===== src/rtl/kp_pkg.sv =====
package kp_pkg;

    typedef enum logic [1:0] {
        KP_SCAN = 2'd0,
        KP_ARM  = 2'd1,
        KP_HOLD = 2'd2
    } kp_state_e;

    typedef struct packed {
        logic       any;
        logic [7:0] idx;
    } kp_hit_t;

    function automatic int kp_code(input int row_idx, input int col_idx, input int cols);
        return row_idx * cols + col_idx;
    endfunction

    function automatic int kp_width(input int n);
        return (n > 1) ? $clog2(n) : 1;
    endfunction

endpackage


===== src/rtl/kp_div.sv =====
module kp_div #(
    parameter int N = 12
) (
    input  logic clk,
    input  logic rst,
    output logic tick_o
);
    logic [N-1:0] cnt_q;

    always_ff @(posedge clk) begin
        if (rst) cnt_q <= '0;
        else     cnt_q <= cnt_q + 1'b1;
    end

    assign tick_o = &cnt_q;
endmodule


===== src/rtl/kp_sync.sv =====
module kp_sync #(
    parameter int W = 4
) (
    input  logic         clk,
    input  logic         rst,
    input  logic [W-1:0] d_i,
    output logic [W-1:0] q_o
);
    logic [W-1:0] meta_q;
    logic [W-1:0] stab_q;

    always_ff @(posedge clk) begin
        if (rst) begin
            meta_q <= '0;
            stab_q <= '0;
        end else begin
            meta_q <= d_i;
            stab_q <= meta_q;
        end
    end

    assign q_o = stab_q;
endmodule


===== src/rtl/kp_ctrl.sv =====
module kp_ctrl
    import kp_pkg::*;
#(
    parameter int ROWS = 4,
    parameter int COLS = 4,
    localparam int ROW_W  = kp_width(ROWS),
    localparam int CODE_W = kp_width(ROWS * COLS)
) (
    input  logic              clk,
    input  logic              rst,
    input  logic              tick_i,
    input  logic [COLS-1:0]   cols_i,
    output logic [ROW_W-1:0]  row_idx_o,
    output logic [CODE_W-1:0] code_o,
    output logic              flag_o
);
    kp_state_e         state_q;
    logic [ROW_W-1:0]  row_q;
    logic [CODE_W-1:0] code_q;
    logic              flag_q;
    kp_hit_t           hit;
    logic [ROW_W-1:0]  row_next;

    always_comb begin
        hit = '0;
        for (int c = COLS - 1; c >= 0; c--) begin
            if (cols_i[c]) begin
                hit.any = 1'b1;
                hit.idx = 8'(c);
            end
        end
    end

    assign row_next = (row_q == ROW_W'(ROWS - 1)) ? '0 : row_q + 1'b1;

    always_ff @(posedge clk) begin
        if (rst) begin
            state_q <= KP_SCAN;
            row_q   <= '0;
            code_q  <= '0;
            flag_q  <= 1'b0;
        end else begin
            case (state_q)
                KP_SCAN: begin
                    if (tick_i) begin
                        if (hit.any) begin
                            code_q  <= CODE_W'(kp_code(int'(row_q), int'(hit.idx), COLS));
                            state_q <= KP_ARM;
                        end else begin
                            row_q <= row_next;
                        end
                    end
                end
                KP_ARM: begin
                    flag_q  <= 1'b1;
                    state_q <= KP_HOLD;
                end
                KP_HOLD: begin
                    if (tick_i && !hit.any) begin
                        flag_q  <= 1'b0;
                        row_q   <= row_next;
                        state_q <= KP_SCAN;
                    end
                end
                default: state_q <= KP_SCAN;
            endcase
        end
    end

    assign row_idx_o = row_q;
    assign code_o    = code_q;
    assign flag_o    = flag_q;
endmodule


===== src/rtl/kp_scanner.sv =====
module kp_scanner
    import kp_pkg::*;
#(
    parameter int ROWS          = 4,
    parameter int COLS          = 4,
    parameter int SCAN_DIV_LOG2 = 12,
    localparam int ROW_W  = kp_width(ROWS),
    localparam int CODE_W = kp_width(ROWS * COLS)
) (
    input  logic              clk,
    input  logic              rst,
    input  logic [COLS-1:0]   cols_i,
    output logic [ROWS-1:0]   rows_o,
    output logic [CODE_W-1:0] key_code_o,
    output logic              key_down_o
);
    logic             tick;
    logic [COLS-1:0]  cols_s;
    logic [ROW_W-1:0] row_idx;

    kp_div #(.N(SCAN_DIV_LOG2)) div_i (
        .clk    (clk),
        .rst    (rst),
        .tick_o (tick)
    );

    kp_sync #(.W(COLS)) sync_i (
        .clk (clk),
        .rst (rst),
        .d_i (cols_i),
        .q_o (cols_s)
    );

    kp_ctrl #(.ROWS(ROWS), .COLS(COLS)) ctrl_i (
        .clk       (clk),
        .rst       (rst),
        .tick_i    (tick),
        .cols_i    (cols_s),
        .row_idx_o (row_idx),
        .code_o    (key_code_o),
        .flag_o    (key_down_o)
    );

    generate
        for (genvar r = 0; r < ROWS; r++) begin : g_row
            assign rows_o[r] = (row_idx == ROW_W'(r));
        end
    endgenerate
endmodule


===== config.mk =====
export PLATFORM = sky130hd
export DESIGN_NAME = kp_scanner
export DESIGN_NICKNAME = d
export VERILOG_FILES = /design/src/rtl/kp_pkg.sv /design/src/rtl/kp_div.sv /design/src/rtl/kp_sync.sv /design/src/rtl/kp_ctrl.sv /design/src/rtl/kp_scanner.sv
export SDC_FILE = /design/constraint.sdc
export NUM_CORES = 1
export LEC_CHECK = 0
export BUFFER_PORTS_ARGS = -buffer_cell sky130_fd_sc_hd__buf_2
export CAP_MARGIN = 20
export CORE_UTILIZATION = 55
export DETAILED_ROUTE_END_ITERATION = 12
export GPL_ROUTABILITY_DRIVEN = 0
export PLACE_DENSITY = 0.83
export SYNTH_ARGS = -nofsm -noshare
export SYNTH_HDL_FRONTEND = slang
export SYNTH_SLANG_ARGS = --single-unit

===== constraint.sdc =====
create_clock -name clk -period 3.82 [get_ports clk]
set_input_delay 0.191 -clock clk [delete_from_list [all_inputs] [get_ports clk]]
set_output_delay 0.191 -clock clk [all_outputs]
set_load 0.01 [all_outputs]

# --- Word level (Yosys, flattened, before mapping) ---
# Index checks and enable logic that the tools add are counted.
totals:
  regBits: 29
  inputBits: 6
  out_inout_bits: 9
  wordCells: 45
op_classes:
  n_addsub: 3
  n_eq_ne: 9
  mux: 15
  reduce_logical: 11
ops:
  columns: ["cell", "count"]
  rows:
  - ["9-bit two-way mux", 4]
  - ["2-bit two-way mux", 7]
  - ["14-bit AND reduction", 1]
  - ["12-bit by 1-bit adder with 12-bit output (second input constant)", 1]
  - ["12-bit AND reduction", 1]
  - ["2-bit == test (second input constant)", 3]
  - ["2-bit by 1-bit inequality test with 1-bit output (second input constant)", 3]
  - ["2-bit one-hot mux with 3 select lines", 1]
  - ["4-bit adder", 1]
  - ["2-bit by 1-bit == test with 1-bit output (second input constant)", 2]
  - ["2-bit zero test", 2]
  - ["2-bit one-hot mux with 2 select lines", 1]
  - ["4-bit AND reduction", 1]
  - ["2-bit nonzero test", 2]
  - ["3-bit AND reduction", 1]
  - ["2-bit by 1-bit adder with 2-bit output (second input constant)", 1]
  - ["2-bit inequality test (second input constant)", 1]
  - ["1-bit one-hot mux with 2 select lines", 1]
  - ["2-bit AND reduction", 1]
  - ["1-bit logical AND", 1]
  - ["1-bit zero test", 1]
  - ["1-bit two-way mux", 1]

# --- Longest topological paths before layout ---
logic_depth:
  ltp_word: 8
  depth_mapped: 7
  mapped_depth_nobuf: 6

# --- Modules after synthesis ---
# Synthesis repeated with hierarchy kept, for this count alone.
hier_totals:
  cells_unflattened: 119
  area_unflattened_um2: 1156.1
by_module_without_submodules:
  columns: ["mod", "n_inst", "cells_each", "area_each_um2", "seq_area_each_um2"]
  rows:
  - ["kp_div", 1, 56, 508.0, 240.2]
  - ["kp_ctrl", 1, 43, 411.6, 180.2]
  - ["kp_sync", 1, 16, 210.2, 160.2]
  - ["kp_scanner", 1, 4, 26.3, 0.0]

# --- Worst setup path before layout ---
# OpenSTA, ideal clock, no wires.
synth_timing:
  path_kind: "register -> register"
  from: "register sync_i.stab_q[3] (netlist: sync_i.q_o[3])"
  to: "register ctrl_i.row_q[0] (netlist: ctrl_i.row_idx_o[0])"
  setup_time_ns: 0.071
  t_arrival_ns: 1.971
  t_required_ns: 3.749
  setup_slack_ns: 1.779
  stages_incl_launch_ff: 5
  n_path_buf: 0
  synth_period_minus_slack_ns: 2.041
  path_cell_list: "dfxtp_1 > or4_4 > or4_4 > or4_1 > a21oi_1"
synth_between:
  elab_chain_len: 8
  word_cells_on_any_way: 9
  classes_between: "eq/ne (2); mux (4); reduce/logical (3)"
synth_rtl:
  columns: ["element", "line_no", "source"]
  rows:
  - ["start: declaration", "kp_sync.sv:10", "logic [W-1:0] stab_q;"]
  - ["start signal: assignment", "kp_sync.sv:18", "stab_q <= meta_q;"]
  - ["9-bit two-way mux * (4 in a row)", "kp_ctrl.sv:27", "if (cols_i[c]) begin"]
  - ["1-bit zero test", "kp_ctrl.sv:59", "if (tick_i && !hit.any) begin"]
  - ["1-bit logical AND", "kp_ctrl.sv:59", null]
  - ["2-bit by 1-bit inequality test with 1-bit output (no line)", null, null]
  - ["4-bit AND reduction (no line) *", null, null]
  - ["end signal: assignment", "kp_ctrl.sv:50", "row_q <= row_next;"]
  - ["end signal: assignment", "kp_ctrl.sv:61", "row_q <= row_next;"]
  - ["end: declaration", "kp_ctrl.sv:18", "logic [ROW_W-1:0] row_q;"]
# Every way passes the cells marked *; elsewhere a longest branch is shown, timed or not.
# A chain may end at the register's enable or synchronous reset.

# --- Final worst setup path ---
layout_timing:
  from: "register div_i.cnt_q[0]"
  to: "register ctrl_i.code_q[0] (netlist: ctrl_i.code_o[0])"
layout_between:
  elab_chain_len: 1
layout_rtl:
  columns: ["element", "line_no", "source"]
  rows:
  - ["start: declaration", "kp_div.sv:8", "logic [N-1:0] cnt_q;"]
  - ["start signal: assignment", "kp_div.sv:12", "else cnt_q <= cnt_q + 1'b1;"]
  - ["14-bit AND reduction (no line)", null, null]
  - ["end signal: assignment", "kp_ctrl.sv:47", "code_q <= CODE_W'(kp_code(int'(row_q), int'(hit.idx), COLS));"]
  - ["end: declaration", "kp_ctrl.sv:19", "logic [CODE_W-1:0] code_q;"]
# Every way passes these cells.

==> flow_summary_export.csv <==
group,metric,value,unit
power,ir_drop,0.372,mV
critical_path,crit_chain,"ha_1 -> nand3_1 -> or4b_1 -> or4_1 -> a21oi_1",
sta,rsz0062_at_grt,"false",
sta,fin_hold_ws,82.6,ps
yosys,ys_seq_area_share,46.6,%
critical_path,crit_cells,5,
route,wl_per_cell,12.3,um
critical_path,crit_path_end_kind,"flip-flop",
yosys,synthDistinctLibCells,31,
yosys,synth_edf_count,0,
yosys,synth_most_common_cell,"dfxtp_1",
final_layout,nNetsFinal,164,
sta,clock_skew,8.37,ps
sta,max_freq,453,MHz
route,ant_nets,0,
sta,post-route-period-util,57.8,%
yosys,yosysWarnings,0,
critical_path,critical_path.reg2reg.endpoint,"ctrl_i.code_o[0]",
yosys,syn_avg_cell_area,9.29,um^2
yosys,synthesis.nets,148,
critical_path,cp.required,4060,ps
grt,antenna_found_initial,0,
place,port_buffers,14,
critical_path,rr_worst_depth,5,
final_layout,drive_above_1_share,16.1,%
place,dpl.hpwl,1510,um
clocking,cts_root_buf,"clkbuf_4",
floorplanning,initial_core_util,61.0,%
sta,slew_headroom,50.5,%
route,viasPerCell,5.43,
route,drt_iter0_drc,4,
critical_path,cp.arrival,2450,ps
critical_path,regToRegSetupSlack,1610,ps
outcome,status,"finished, final reports clean",
critical_path,path_buf_inv,0,
clocking,clk_pin_slew,80,ps
yosys,netlist_area,1240,um^2
clocking,clk_path_buf_depth,2,
sta,slew_violations,0,
clocking,cts-resized-gates,0,
sta,hold_viol,0,
clocking,post_cts_buffers,0,
floorplanning,coreArea,2040,um^2
clocking,cts_tree,"built",
critical_path,critPathKind,"flip-flop to flip-flop",
critical_path,cp-start-kind,"flip-flop",
grt,grt_pass1_vias,934,
clocking,cts.sinks,29,
power,p_leak,0.000516,uW
grt,gr-usage-all-layers,22.5,%
final_layout,layout.area.seq,581,um^2
final_layout,antenna_cells,0,
critical_path,cp_top_family,"simple AND/OR/NAND/NOR gates",
grt,overflow,0,
yosys,synth_top_flop_cell,"dfxtp_1",
route,drcViolationCount,0,
clocking,htreeDepth,2,
floorplanning,die_y,49.6,um
yosys,synth.top_cells.by_count,"dfxtp_1 (29), a21oi_1 (12), nor2_1 (10)",
floorplanning,die_area,2460,um^2
clocking,cts_hold_buf,0,
yosys,yosys.area.top_type,"dfxtp_1",
final_layout,final_cells,176,
hold_path,holdCritPathClass,"primary input to flip-flop",
route,wirelength,2160,um
floorplanning,die_w,49.6,um
grt,grt_pass1_wl,4070,um
final_layout,n_fill_cell,184,
sta,worst_slew_pin_slew,732,ps
yosys,synthCells,134,
grt,grt_start_max_net_pins,31,
yosys,ys_ff_latch,29,
sta,fin_tns_setup,0,ps
yosys,synth_top_area_share,46.6,%
yosys,async_flop_share,0,%
place,placed_cell_area,1330,um^2
clocking,clock_latency,310,ps
route,via_count,956,
clocking,cts_buffers,5,
hold_path,hold_end,"sync_i.meta_q[0]",
route,first_pass_iters,4,
flow_run,max_cap_viol_count,0,
place,placed_cells,170,
critical_path,cpMaxStageDelayCell,"or4b_1",
power,cellPowerDensity,352,nW/um^2
hold_path,min-delay-start,"cols_i[0]",
final_layout,areaGrowthSynthToFinish,10.3,%
floorplanning,io_pins,15,
sta,setup-violations-final,0,
sta,post-route-min-period,2210,ps
floorplanning,rows,16,
critical_path,critPathMaxFanout,11,
critical_path,cp_slowest_stage_delay,650,ps
hold_path,hold-path-cell-count,2,
final_layout,fin_area,1370,um^2
yosys,synthTopCellsByArea,"dfxtp_1 (47%), ha_1 (8.0%), a21oi_1 (4.8%)",
critical_path,r2r_start,"div_i.cnt_q[0]",
final_layout,multi_input_area,616,um^2
==> placed cells by master, fill, tap and decap left out <==
master | netlist | routed
nand2_1 | 3 | 3
mux2_2 | 1 | 1
or4_1 | 3 | 3
clkinv_2 | 0 | 1
nor3b_1 | 1 | 1
nand4_1 | 3 | 3
clkbuf_4 | 0 | 5
nor3_1 | 2 | 2
a31oi_1 | 1 | 1
nand3_1 | 6 | 6
dfxtp_1 | 29 | 29
xnor2_1 | 3 | 3
a22oi_1 | 1 | 1
nand2b_1 | 1 | 1
buf_2 | 0 | 14
inv_1 | 8 | 8
nor2_1 | 10 | 10
a21oi_1 | 12 | 12
and4_1 | 1 | 1
nor4b_1 | 1 | 1
and3_1 | 1 | 1
or3_1 | 2 | 2
ha_1 | 8 | 8
nand3b_1 | 2 | 2
nor2b_1 | 9 | 9
o31ai_1 | 1 | 1
nor4_1 | 2 | 2
or4b_1 | 1 | 1
or4_4 | 2 | 2
xor2_1 | 5 | 5
o21ai_0 | 8 | 8
or3b_2 | 1 | 1
o211ai_1 | 1 | 1
==> worst max path at each step <==
stage                   startpoint             endpoint  slack [ps]
global placement    div_i.cnt_q[0]     ctrl_i.code_o[0]        1730
finish              div_i.cnt_q[0]     ctrl_i.code_o[0]        1610
floorplan            sync_i.q_o[3]  ctrl_i.row_idx_o[0]        1780
CTS                 div_i.cnt_q[0]     ctrl_i.code_o[0]        1600
global route        div_i.cnt_q[0]     ctrl_i.code_o[0]        1430
detailed placement  div_i.cnt_q[0]     ctrl_i.code_o[0]        1630
==> layout make-up <==
class	instances	area share, %
clock buffer	5	2.73
clock inverter	1	0.365
inverter	8	2.19
multi-input combinational	92	44.8
sequential	29	42.3
tap	27	2.46
timing repair buffer	14	5.10
==> registers in the layout (all words and copies together), names as in the netlist <==
signal	count
div_i.cnt_q	12
ctrl_i.code_o	4
ctrl_i.state_q	2
sync_i.q_o	4
sync_i.meta_q	4
ctrl_i.row_idx_o	2
ctrl_i.flag_o	1
==> through the flow <==
stage,setup slack [ps],power [uW],utilization (%)
3_3_place_gp,1730,335,65.1
3_5_place_dp,1630,336,65.1
4_1_cts,1600,491,67.2
6_report,1610,484,67.2
2_1_floorplan,1780,331,-
5_1_grt,1430,512,67.2
==> worst register-to-register path: stages, from the launching register on <==
cell and delay, ps:
dfxtp_1 370, ha_1 190, nand3_1 270, or4b_1 650, or4_1 500, a21oi_1 160
==> where the power goes <==
| group | internal, uW | switching [uW] | leakage, uW | total (uW) |
|---|---|---|---|---|
| Sequential | 309 | 3.66 | 0.000236 | 312 |
| Clock | 63.6 | 91.0 | 0.0000269 | 155 |
| Combinational | 8.57 | 8.16 | 0.000253 | 16.7 |
==> layer usage <==
metal / track usage, % / vias to the layer above / part of all wire, %
met1: 26.2 / 426 / 44
li1: - / 498 / -
met2: 35.1 / 24 / 46
met4: 11.4 / 0 / 3.6
met3: 9.26 / 8 / 5.4
met5: 0 / - / 0
==> cells by family (layout without fill, tap and decap cells) <==
family                     after synthesis  after routing  share of synthesized area, %
buffers and inverters                   13             28                          3.92
xor gates and xnor gates                 8              8                          5.63
muxes                                    1              1                         0.904
adders and majority gates                8              8                          8.04
and+or+nand+nor                         51             51                          24.5
DFF                                     29             29                          46.6
AOI/OAI and AO/OA                       24             24                          10.4
Note: power is estimated with default switching activity, not from simulation.
